==> src/rtl/mlpd_pkg.sv <==
package mlpd_pkg;

    // cell level in half-Vdc steps, -2..+2
    typedef logic signed [2:0] clvl_t;

    // packed so that s1 lands in the least significant bit
    typedef struct packed {
        logic s5;
        logic s4;
        logic s3;
        logic s2;
        logic s1;
    } pat_t;

    localparam pat_t PAT_ZA = 5'b10100;
    localparam pat_t PAT_ZB = 5'b01010;
    localparam pat_t PAT_P2 = 5'b10010;
    localparam pat_t PAT_P1 = 5'b10001;
    localparam pat_t PAT_N1 = 5'b01001;
    localparam pat_t PAT_N2 = 5'b01100;

    function automatic pat_t enc_cell(clvl_t l, logic zsel);
        pat_t p;
        case (l)
            3'sd2:   p = PAT_P2;
            3'sd1:   p = PAT_P1;
            -3'sd1:  p = PAT_N1;
            -3'sd2:  p = PAT_N2;
            default: p = zsel ? PAT_ZB : PAT_ZA;
        endcase
        return p;
    endfunction

    // cell output in half steps from the switch states
    function automatic int pat_value(pat_t p);
        int d;
        int a;
        int b;
        d = int'(p.s5) - int'(p.s4);
        a = (p.s2 != p.s4) ? 1 : 0;
        b = (p.s3 != p.s5) ? 1 : 0;
        return d * (int'(p.s1) + 2 * a * b);
    endfunction

    function automatic logic pat_legal(pat_t p);
        return (p == PAT_ZA) || (p == PAT_ZB) || (p == PAT_P2) ||
               (p == PAT_P1) || (p == PAT_N1) || (p == PAT_N2);
    endfunction

endpackage

==> src/rtl/mlpd_carrier.sv <==
module mlpd_carrier #(
    parameter int PER = 8,
    localparam int CW = $clog2(PER + 1)
) (
    input  logic          clk,
    input  logic          rst,
    output logic [CW-1:0] carr,
    output logic          zsel
);
    logic rising;

    always_ff @(posedge clk) begin
        if (rst) begin
            carr   <= '0;
            rising <= 1'b1;
            zsel   <= 1'b0;
        end else if (rising) begin
            if (carr == CW'(PER)) begin
                carr   <= CW'(PER - 1);
                rising <= 1'b0;
            end else begin
                carr <= carr + 1'b1;
            end
        end else begin
            if (carr == CW'(1)) begin
                carr   <= '0;
                rising <= 1'b1;
                zsel   <= ~zsel;
            end else begin
                carr <= carr - 1'b1;
            end
        end
    end
endmodule

==> src/rtl/mlpd_compare.sv <==
module mlpd_compare #(
    parameter int NCELL = 2,
    parameter int PER   = 8,
    parameter int RW    = 8,
    localparam int CW   = $clog2(PER + 1),
    localparam int NCAR = 4 * NCELL,
    localparam int LW   = $clog2(2 * NCELL + 1) + 1,
    localparam int AW   = ((RW > $clog2(NCAR * PER + 1)) ? RW : $clog2(NCAR * PER + 1)) + 3
) (
    input  logic signed [RW-1:0] ref_in,
    input  logic        [CW-1:0] carr,
    output logic signed [LW-1:0] lvl
);
    logic signed [AW-1:0] ref_u;

    always_comb begin
        int cnt;
        ref_u = AW'(ref_in) + AW'(2 * NCELL * PER);
        cnt   = 0;
        for (int k = 0; k < NCAR; k++) begin
            if (ref_u > $signed(AW'(k * PER) + AW'(carr))) cnt++;
        end
        lvl = LW'(cnt - 2 * NCELL);
    end
endmodule

==> src/rtl/mlpd_split.sv <==
module mlpd_split
    import mlpd_pkg::*;
#(
    parameter int NCELL = 2,
    localparam int LW   = $clog2(2 * NCELL + 1) + 1
) (
    input  logic signed [LW-1:0] lvl,
    output clvl_t                cell_lvl [NCELL]
);
    for (genvar i = 0; i < NCELL; i++) begin : g_cell
        always_comb begin
            int mag;
            int m;
            mag = (lvl < 0) ? -int'(lvl) : int'(lvl);
            m   = mag - 2 * i;
            if (m < 0) m = 0;
            if (m > 2) m = 2;
            cell_lvl[i] = clvl_t'((lvl < 0) ? -m : m);
        end
    end
endmodule

==> src/rtl/mlpd_gate_gen.sv <==
module mlpd_gate_gen
    import mlpd_pkg::*;
#(
    parameter int NCELL = 2,
    parameter int PER   = 8,
    parameter int RW    = 8,
    localparam int CW   = $clog2(PER + 1),
    localparam int LW   = $clog2(2 * NCELL + 1) + 1
) (
    input  logic                 clk,
    input  logic                 rst,
    input  logic signed [RW-1:0] ref_in,
    output logic [5*NCELL-1:0]   gates_o,
    output logic signed [LW-1:0] lvl_o
);
    logic [CW-1:0]        carr;
    logic                 zsel;
    logic signed [LW-1:0] lvl_d;
    clvl_t                cell_lvl [NCELL];

    mlpd_carrier #(.PER(PER)) u_carr (
        .clk  (clk),
        .rst  (rst),
        .carr (carr),
        .zsel (zsel)
    );

    mlpd_compare #(.NCELL(NCELL), .PER(PER), .RW(RW)) u_cmp (
        .ref_in (ref_in),
        .carr   (carr),
        .lvl    (lvl_d)
    );

    mlpd_split #(.NCELL(NCELL)) u_split (
        .lvl      (lvl_d),
        .cell_lvl (cell_lvl)
    );

    always_ff @(posedge clk) begin
        if (rst) lvl_o <= '0;
        else     lvl_o <= lvl_d;
    end

    for (genvar i = 0; i < NCELL; i++) begin : g_out
        always_ff @(posedge clk) begin
            if (rst) gates_o[5*i +: 5] <= PAT_ZA;
            else     gates_o[5*i +: 5] <= enc_cell(cell_lvl[i], zsel);
        end
    end
endmodule

==> config.mk <==
export PLATFORM = sky130hd
export DESIGN_NAME = mlpd_gate_gen
export DESIGN_NICKNAME = d
export VERILOG_FILES = /design/src/rtl/mlpd_pkg.sv /design/src/rtl/mlpd_carrier.sv /design/src/rtl/mlpd_compare.sv /design/src/rtl/mlpd_split.sv /design/src/rtl/mlpd_gate_gen.sv
export SDC_FILE = /design/constraint.sdc
export NUM_CORES = 1
export LEC_CHECK = 0
export CAP_MARGIN = 25
export CORE_AREA = 4 4 60 83
export DETAILED_ROUTE_END_ITERATION = 10
export DIE_AREA = 0 0 64 87
export PLACE_DENSITY = 0.84
export SLEW_MARGIN = 20
export SYNTH_ARGS = -nofsm -noshare
export SYNTH_HDL_FRONTEND = slang
export SYNTH_SLANG_ARGS = --single-unit
==> constraint.sdc <==
create_clock -name clk -period 24.9 [get_ports clk]
set_clock_uncertainty 0.1 [all_clocks]
set_input_delay 6.225 -clock clk [delete_from_list [all_inputs] [get_ports clk]]
set_output_delay 6.225 -clock clk [all_outputs]
set_load 0.01 [all_outputs]
After elaboration in Yosys (flattened, before gate mapping)
Cells that the tools add are included.

Input bits: 10. Logic and storage cells: 78. Bits in registers: 20.

Reduce and logical (&&, ||, !) cells: 1. Bitwise gates (word level): 2. $lt $le $gt $ge: 13. Equality and inequality tests: 10. Multiplexer cells: 24. Add/subtract/negate cells: 22.

Operator list (count): $mux W32 (3); $gt A11 B11 Y1 (7); $gt A32 B3 Y1 const B (2); $lt A32 B1 Y1 const B (2); $pmux W5 S4 (2); $mux W4 (9); $neg A4 Y32 (1); $sub A32 B3 Y32 const B (1); $add A6 B4 Y7 const A (4); $add A4 B2 Y4 const B (5); $add A5 B4 Y6 const A (2); $eq A3 B3 Y1 const B (4); $mux W3 (4); $gt A11 B5 Y1 (1); $add A8 B7 Y9 const B (1); $eq A3 B1 Y1 const B (2); $eq A3 B2 Y1 const B (2); $neg A3 Y3 (2); $add A4 B4 Y5 const A (1); $mux W5 (1); $add A4 B1 Y4 const B (1); $eq A4 B1 Y1 const B (1); $eq A4 B4 Y1 const B (1); $lt A4 B1 Y1 const B (1); 8 further kinds (12).

Longest topological paths before layout
Depth in word-level cells: 29. Depth in mapped cells: 42. Gate-level depth less buffers: 42.

Modules after synthesis
Synthesis repeated with hierarchy kept, for this count alone.

Cells, all modules: 299. Area total of the unflattened synthesis: 2502.4 µm².

Modules (own cells, without submodules): mlpd_compare (seq. area each 0.0 µm², times used 1, area an instance 1322.5 µm², cells each 176); mlpd_gate_gen (seq. area each 280.3 µm², times used 1, area an instance 569.3 µm², cells each 54); mlpd_carrier (seq. area each 120.1 µm², times used 1, area an instance 357.8 µm², cells each 36); mlpd_split (seq. area each 0.0 µm², times used 1, area an instance 252.7 µm², cells each 33).

Worst setup path after synthesis
No wires, ideal clock.

Kind: input to register. From: in ref_in[3]. To: reg gates_o[6]. Arrival: 13111 ps. Setup slack: 11562 ps. Buffers on the path: 1. Data required time: 24672 ps. Setup time: 128 ps. Cell stages on the path: 35. Cell sequence: ha_1 > buf_6 > and2b_1 > o21ai_0 > and3b_1 > a311o_1 > inv_1 > ha_1 > or3_1 > nor4_1 > a211oi_2 > ha_1 > nand2_1 > nand2_1 > ha_1 > nor2b_1 > a21oi_1 > ha_1 > mux2_2 > ha_1 > a221oi_1 > ha_1 > nor2b_1 > nor2_1 > ha_1 > inv_1 > nor2_1 > maj3_1 > and2_1 > ha_1 > nand2_1 > o31ai_1 > maj3_1 > a22oi_1 > nor2_1.

Cells in the longest elaborated chain, start to end: 29. Elaborated cells between the ends (all ways): 40.

RTL lines: start: declaration (RTL line mlpd_gate_gen.sv:12) `input logic signed [RW-1:0] ref_in,`; $add A8 B7 Y9 (*) (RTL line mlpd_compare.sv:18) `ref_u = AW'(ref_in) + AW'(2 * NCELL * PER);`; $gt A11 B5 Y1 (RTL line mlpd_compare.sv:21) `if (ref_u > $signed(AW'(k * PER) + AW'(carr))) cnt++;`; $mux W1 (RTL line mlpd_compare.sv:21); $add A1 B1 Y2 (RTL line mlpd_compare.sv:21); $mux W2 (RTL line mlpd_compare.sv:21); $add A2 B1 Y3 (RTL line mlpd_compare.sv:21); $mux W4 (RTL line mlpd_compare.sv:21); $add A4 B2 Y4 (RTL line mlpd_compare.sv:21); [13 not listed]; $lt A32 B1 Y1 (RTL line mlpd_split.sv:16) `if (m < 0) m = 0;`; $mux W32 (RTL line mlpd_split.sv:16); $gt A32 B3 Y1 (RTL line mlpd_split.sv:17) `if (m > 2) m = 2;`; $mux W3 (RTL line mlpd_split.sv:17); $neg A3 Y3 (RTL line mlpd_split.sv:18) `cell_lvl[i] = clvl_t'((lvl < 0) ? -m : m);`; $mux W3 (*) (RTL line mlpd_split.sv:18); $eq A3 B3 Y1, or another cell as far along (RTL line mlpd_pkg.sv:24) `case (l)`; $pmux W5 S4 (*) (RTL line mlpd_pkg.sv:24); end signal: indexed assignment (RTL line mlpd_gate_gen.sv:47) `else gates_o[5*i +: 5] <= enc_cell(cell_lvl[i], zsel);`; end: declaration (RTL line mlpd_gate_gen.sv:13) `output logic [5*NCELL-1:0] gates_o,`.

Every way passes the cells marked *; elsewhere a longest branch is shown, timed or not. A chain may end at the register's enable or synchronous reset.

Final worst setup path
From: in ref_in[5]. To: reg gates_o[9].

Cells in the longest elaborated chain, start to end: 29. Elaborated cells between the ends (all ways): 40.

RTL lines: $add A8 B7 Y9 (*) (RTL line mlpd_compare.sv:18); $gt A11 B5 Y1 (RTL line mlpd_compare.sv:21); $mux W1 (RTL line mlpd_compare.sv:21); $add A1 B1 Y2 (RTL line mlpd_compare.sv:21); $mux W2 (RTL line mlpd_compare.sv:21); $add A2 B1 Y3 (RTL line mlpd_compare.sv:21); $mux W4 (RTL line mlpd_compare.sv:21); $add A4 B2 Y4 (RTL line mlpd_compare.sv:21); [10 not listed]; via lvl_d[3] (RTL line mlpd_gate_gen.sv:18) `logic signed [LW-1:0] lvl_d;`; [3 not listed]; $lt A32 B1 Y1 (RTL line mlpd_split.sv:16); $mux W32 (RTL line mlpd_split.sv:16); $gt A32 B3 Y1 (RTL line mlpd_split.sv:17); $mux W3 (RTL line mlpd_split.sv:17); $neg A3 Y3 (RTL line mlpd_split.sv:18); $mux W3 (*) (RTL line mlpd_split.sv:18); $eq A3 B3 Y1, or another cell as far along (RTL line mlpd_pkg.sv:24); $pmux W5 S4 (*) (RTL line mlpd_pkg.sv:24).

The timed path passes the listed nets; every way through them passes the cells marked *.

==> results.toml <==
[status]
status = "complete, no violations"

[grt]
grt_overflow = 0
grt_pass1_vias = 2069
met3_usage_pct = 1.81
grt_usage_pct = 18.9
grt.busiest_layer = "met2"
use_met1_pct = 19.2
grt_max_degree = 18
grt_pass1_wl_mm = 8.60
antenna_found_initial = 0
gr-usage-met2_pct = 35.9

[timing]
relSlewSlack_pct = 32.5
finalHoldViolCount = 0
rsz0062_at_grt = "false"
min_period_ps = 14450
max_freq_mhz = 69.2
worst_pin_slew_ps = 1010
post-route-period-util_pct = 58.0
setup_tns_ps = 0
drv_slew = 0
final-setup-viol-count = 0

[synth]
syn-num-nets = 323
async_reset_ff_share_pct = 0
synth_cells = 285
synth_top_area_share_pct = 17.7
ys_types = 66
yosys_warnings = 0
synth-edff-count = 0
synth_area_leaders = "dfxtp_1 (18%), ha_1 (16%), nand2_1 (4.8%)"
avgSynthCellArea_um2 = 7.92
syn_area_mm2 = 0.00226
yosys-top-cells-count = "nand2_1 (29), nor2_1 (29), ha_1 (28), dfxtp_1 (20), inv_1 (20)"
synth_flop_cell = "dfxtp_1"
ys_ff_latch = 20
seq_area_frac_synth_pct = 17.7
synth_top_cell_by_area = "dfxtp_1"

[setup_path]
cp.required_ps = 24950
startpoint_type = "input pin"
cpPeakStageDelay_ps = 650
crit_arrival_ps = 14500
crit_path_frequent_cell = "ha_1"
critical_path_buf_inv_count = 3
worstSetupPathType = "in -> reg"
critical-path-slowest-cell = "clkdlybuf4s50_1"
crit_fanout = 16
cp-end-kind = "register"
crit_family = "adder cells"

[finish]
num_antenna_cells = 0
final_util_pct = 60.1
stdcell_area_mm2 = 0.00255
final_cells = 361
syn_to_final_growth_pct = 13.0
nets = 341
final_layout_size_suffix_gt1_share_pct = 5.98

[place]
dpl_cell_area_mm2 = 0.00251
place_inst = 358
port_buffers = 23
gp_congestion = 0.965
dp_hpwl_mm = 3.99

[clock_tree]
cts-root-buf = "clkbuf_8"
cts_tree = "yes"
htreeDepth = 1
cts_hold_buf = 0
clk_pin_slew_ps = 60
post_cts_resized = 0
clk_latency_ps = 260
clkSinkCount = 20
postCtsSetupRepairBufs = 0
numCtsBuffers = 3
cts_buffer_depth = 2

[hold_path]
min_path_type = "reg -> reg"

[die]
initial_utilization_pct = 53.2
die_w_um = 64
die_h_um = 87
num_io_pins = 24
rows = 28
dieArea_mm2 = 0.00557
core-area_mm2 = 0.00424

[detailed_routing]
drc = 0
firstDrtPassIters = 4
vias = 2141
drt_iter0_markers = 96
ant_nets = 0
finalWirelength_mm = 5.06
wl_per_cell_um = 14.0
vias_per_cell = 5.93

[run]
drv_cap = 0
==> state kept, by name (all words and copies together), names as in the netlist <==
name           count
u_carr.zsel        1
gates_o           10
lvl_o              4
u_carr.carr        4
u_carr.rising      1
==> final timing paths <==
path,start,to,slack [ps],cells after the start
max,ref_in[5],gates_o[9]$_SDFF_PP1_,10450,35
min,u_carr.rising$_SDFF_PP1_,u_carr.rising$_SDFF_PP1_,510,2
min reg2reg,u_carr.rising$_SDFF_PP1_,u_carr.rising$_SDFF_PP1_,510,2
max reg2reg,u_carr.carr[3]$_SDFF_PP0_,gates_o[9]$_SDFF_PP1_,16180,35
==> worst min-delay path: stages, from the launching register on <==
cell	delay, ps
dfxtp_1	400
nand2_1	120
nand2_1	50
==> metal layers <==
metal / vias up / wire length [um]
li1: 1089 / -
met1: 971 / 2070
met2: 58 / 2570
met3: 23 / 190
met4: 0 / 226
met5: - / 0
==> kinds of logic (layout without fill, tap and decap cells) <==
logic type | Yosys count | after routing | share of synthesized area [%]
mux | 4 | 4 | 1.89
fa+ha+maj | 30 | 30 | 16.4
flops | 20 | 20 | 17.7
simple gates | 107 | 107 | 23.8
buf+inv | 30 | 46 | 5.71
xor+xnor | 16 | 16 | 8.49
compound gates | 78 | 78 | 25.9
==> placed cells by master (no fill, tap or decap), types with 3 or more instances in the layout <==
cell type / Yosys / routed
nor2b_1: 5 / 5
a22oi_1: 3 / 3
nor2_1: 29 / 29
clkbuf_8: 0 / 3
a31oi_1: 5 / 5
dfxtp_1: 20 / 20
o21ai_0: 7 / 7
o211ai_1: 7 / 7
a211oi_1: 5 / 5
nor3_1: 10 / 10
a21o_1: 4 / 4
a21oi_1: 15 / 15
nand2_1: 29 / 29
a221o_1: 3 / 3
and2_1: 6 / 6
nand3_1: 3 / 3
clkdlybuf4s50_1: 0 / 23
ha_1: 28 / 28
a221oi_1: 4 / 4
and3b_1: 3 / 3
inv_1: 20 / 20
nor4_1: 4 / 4
xnor2_1: 11 / 11
==> through the flow <==
stage | hold WS, ps | worst slack [ps]
floorplan | 464 | 11560
global placement | 486 | 10450
detailed placement | 503 | 10260
CTS | 515 | 10500
global route | 564 | 9840
finish | 514 | 10450
==> layout make-up <==
type | count | area, um2
clock buffer | 3 | 41.3
multi-input combinational | 235 | 1730
inverter | 20 | 75.1
fill | 370 | 1690
tap | 60 | 75.1
sequential | 20 | 400
timing repair buffer | 23 | 230
Power is not shown: default switching activity piles up to over one toggle a cycle in this logic, so the estimate is an artifact.
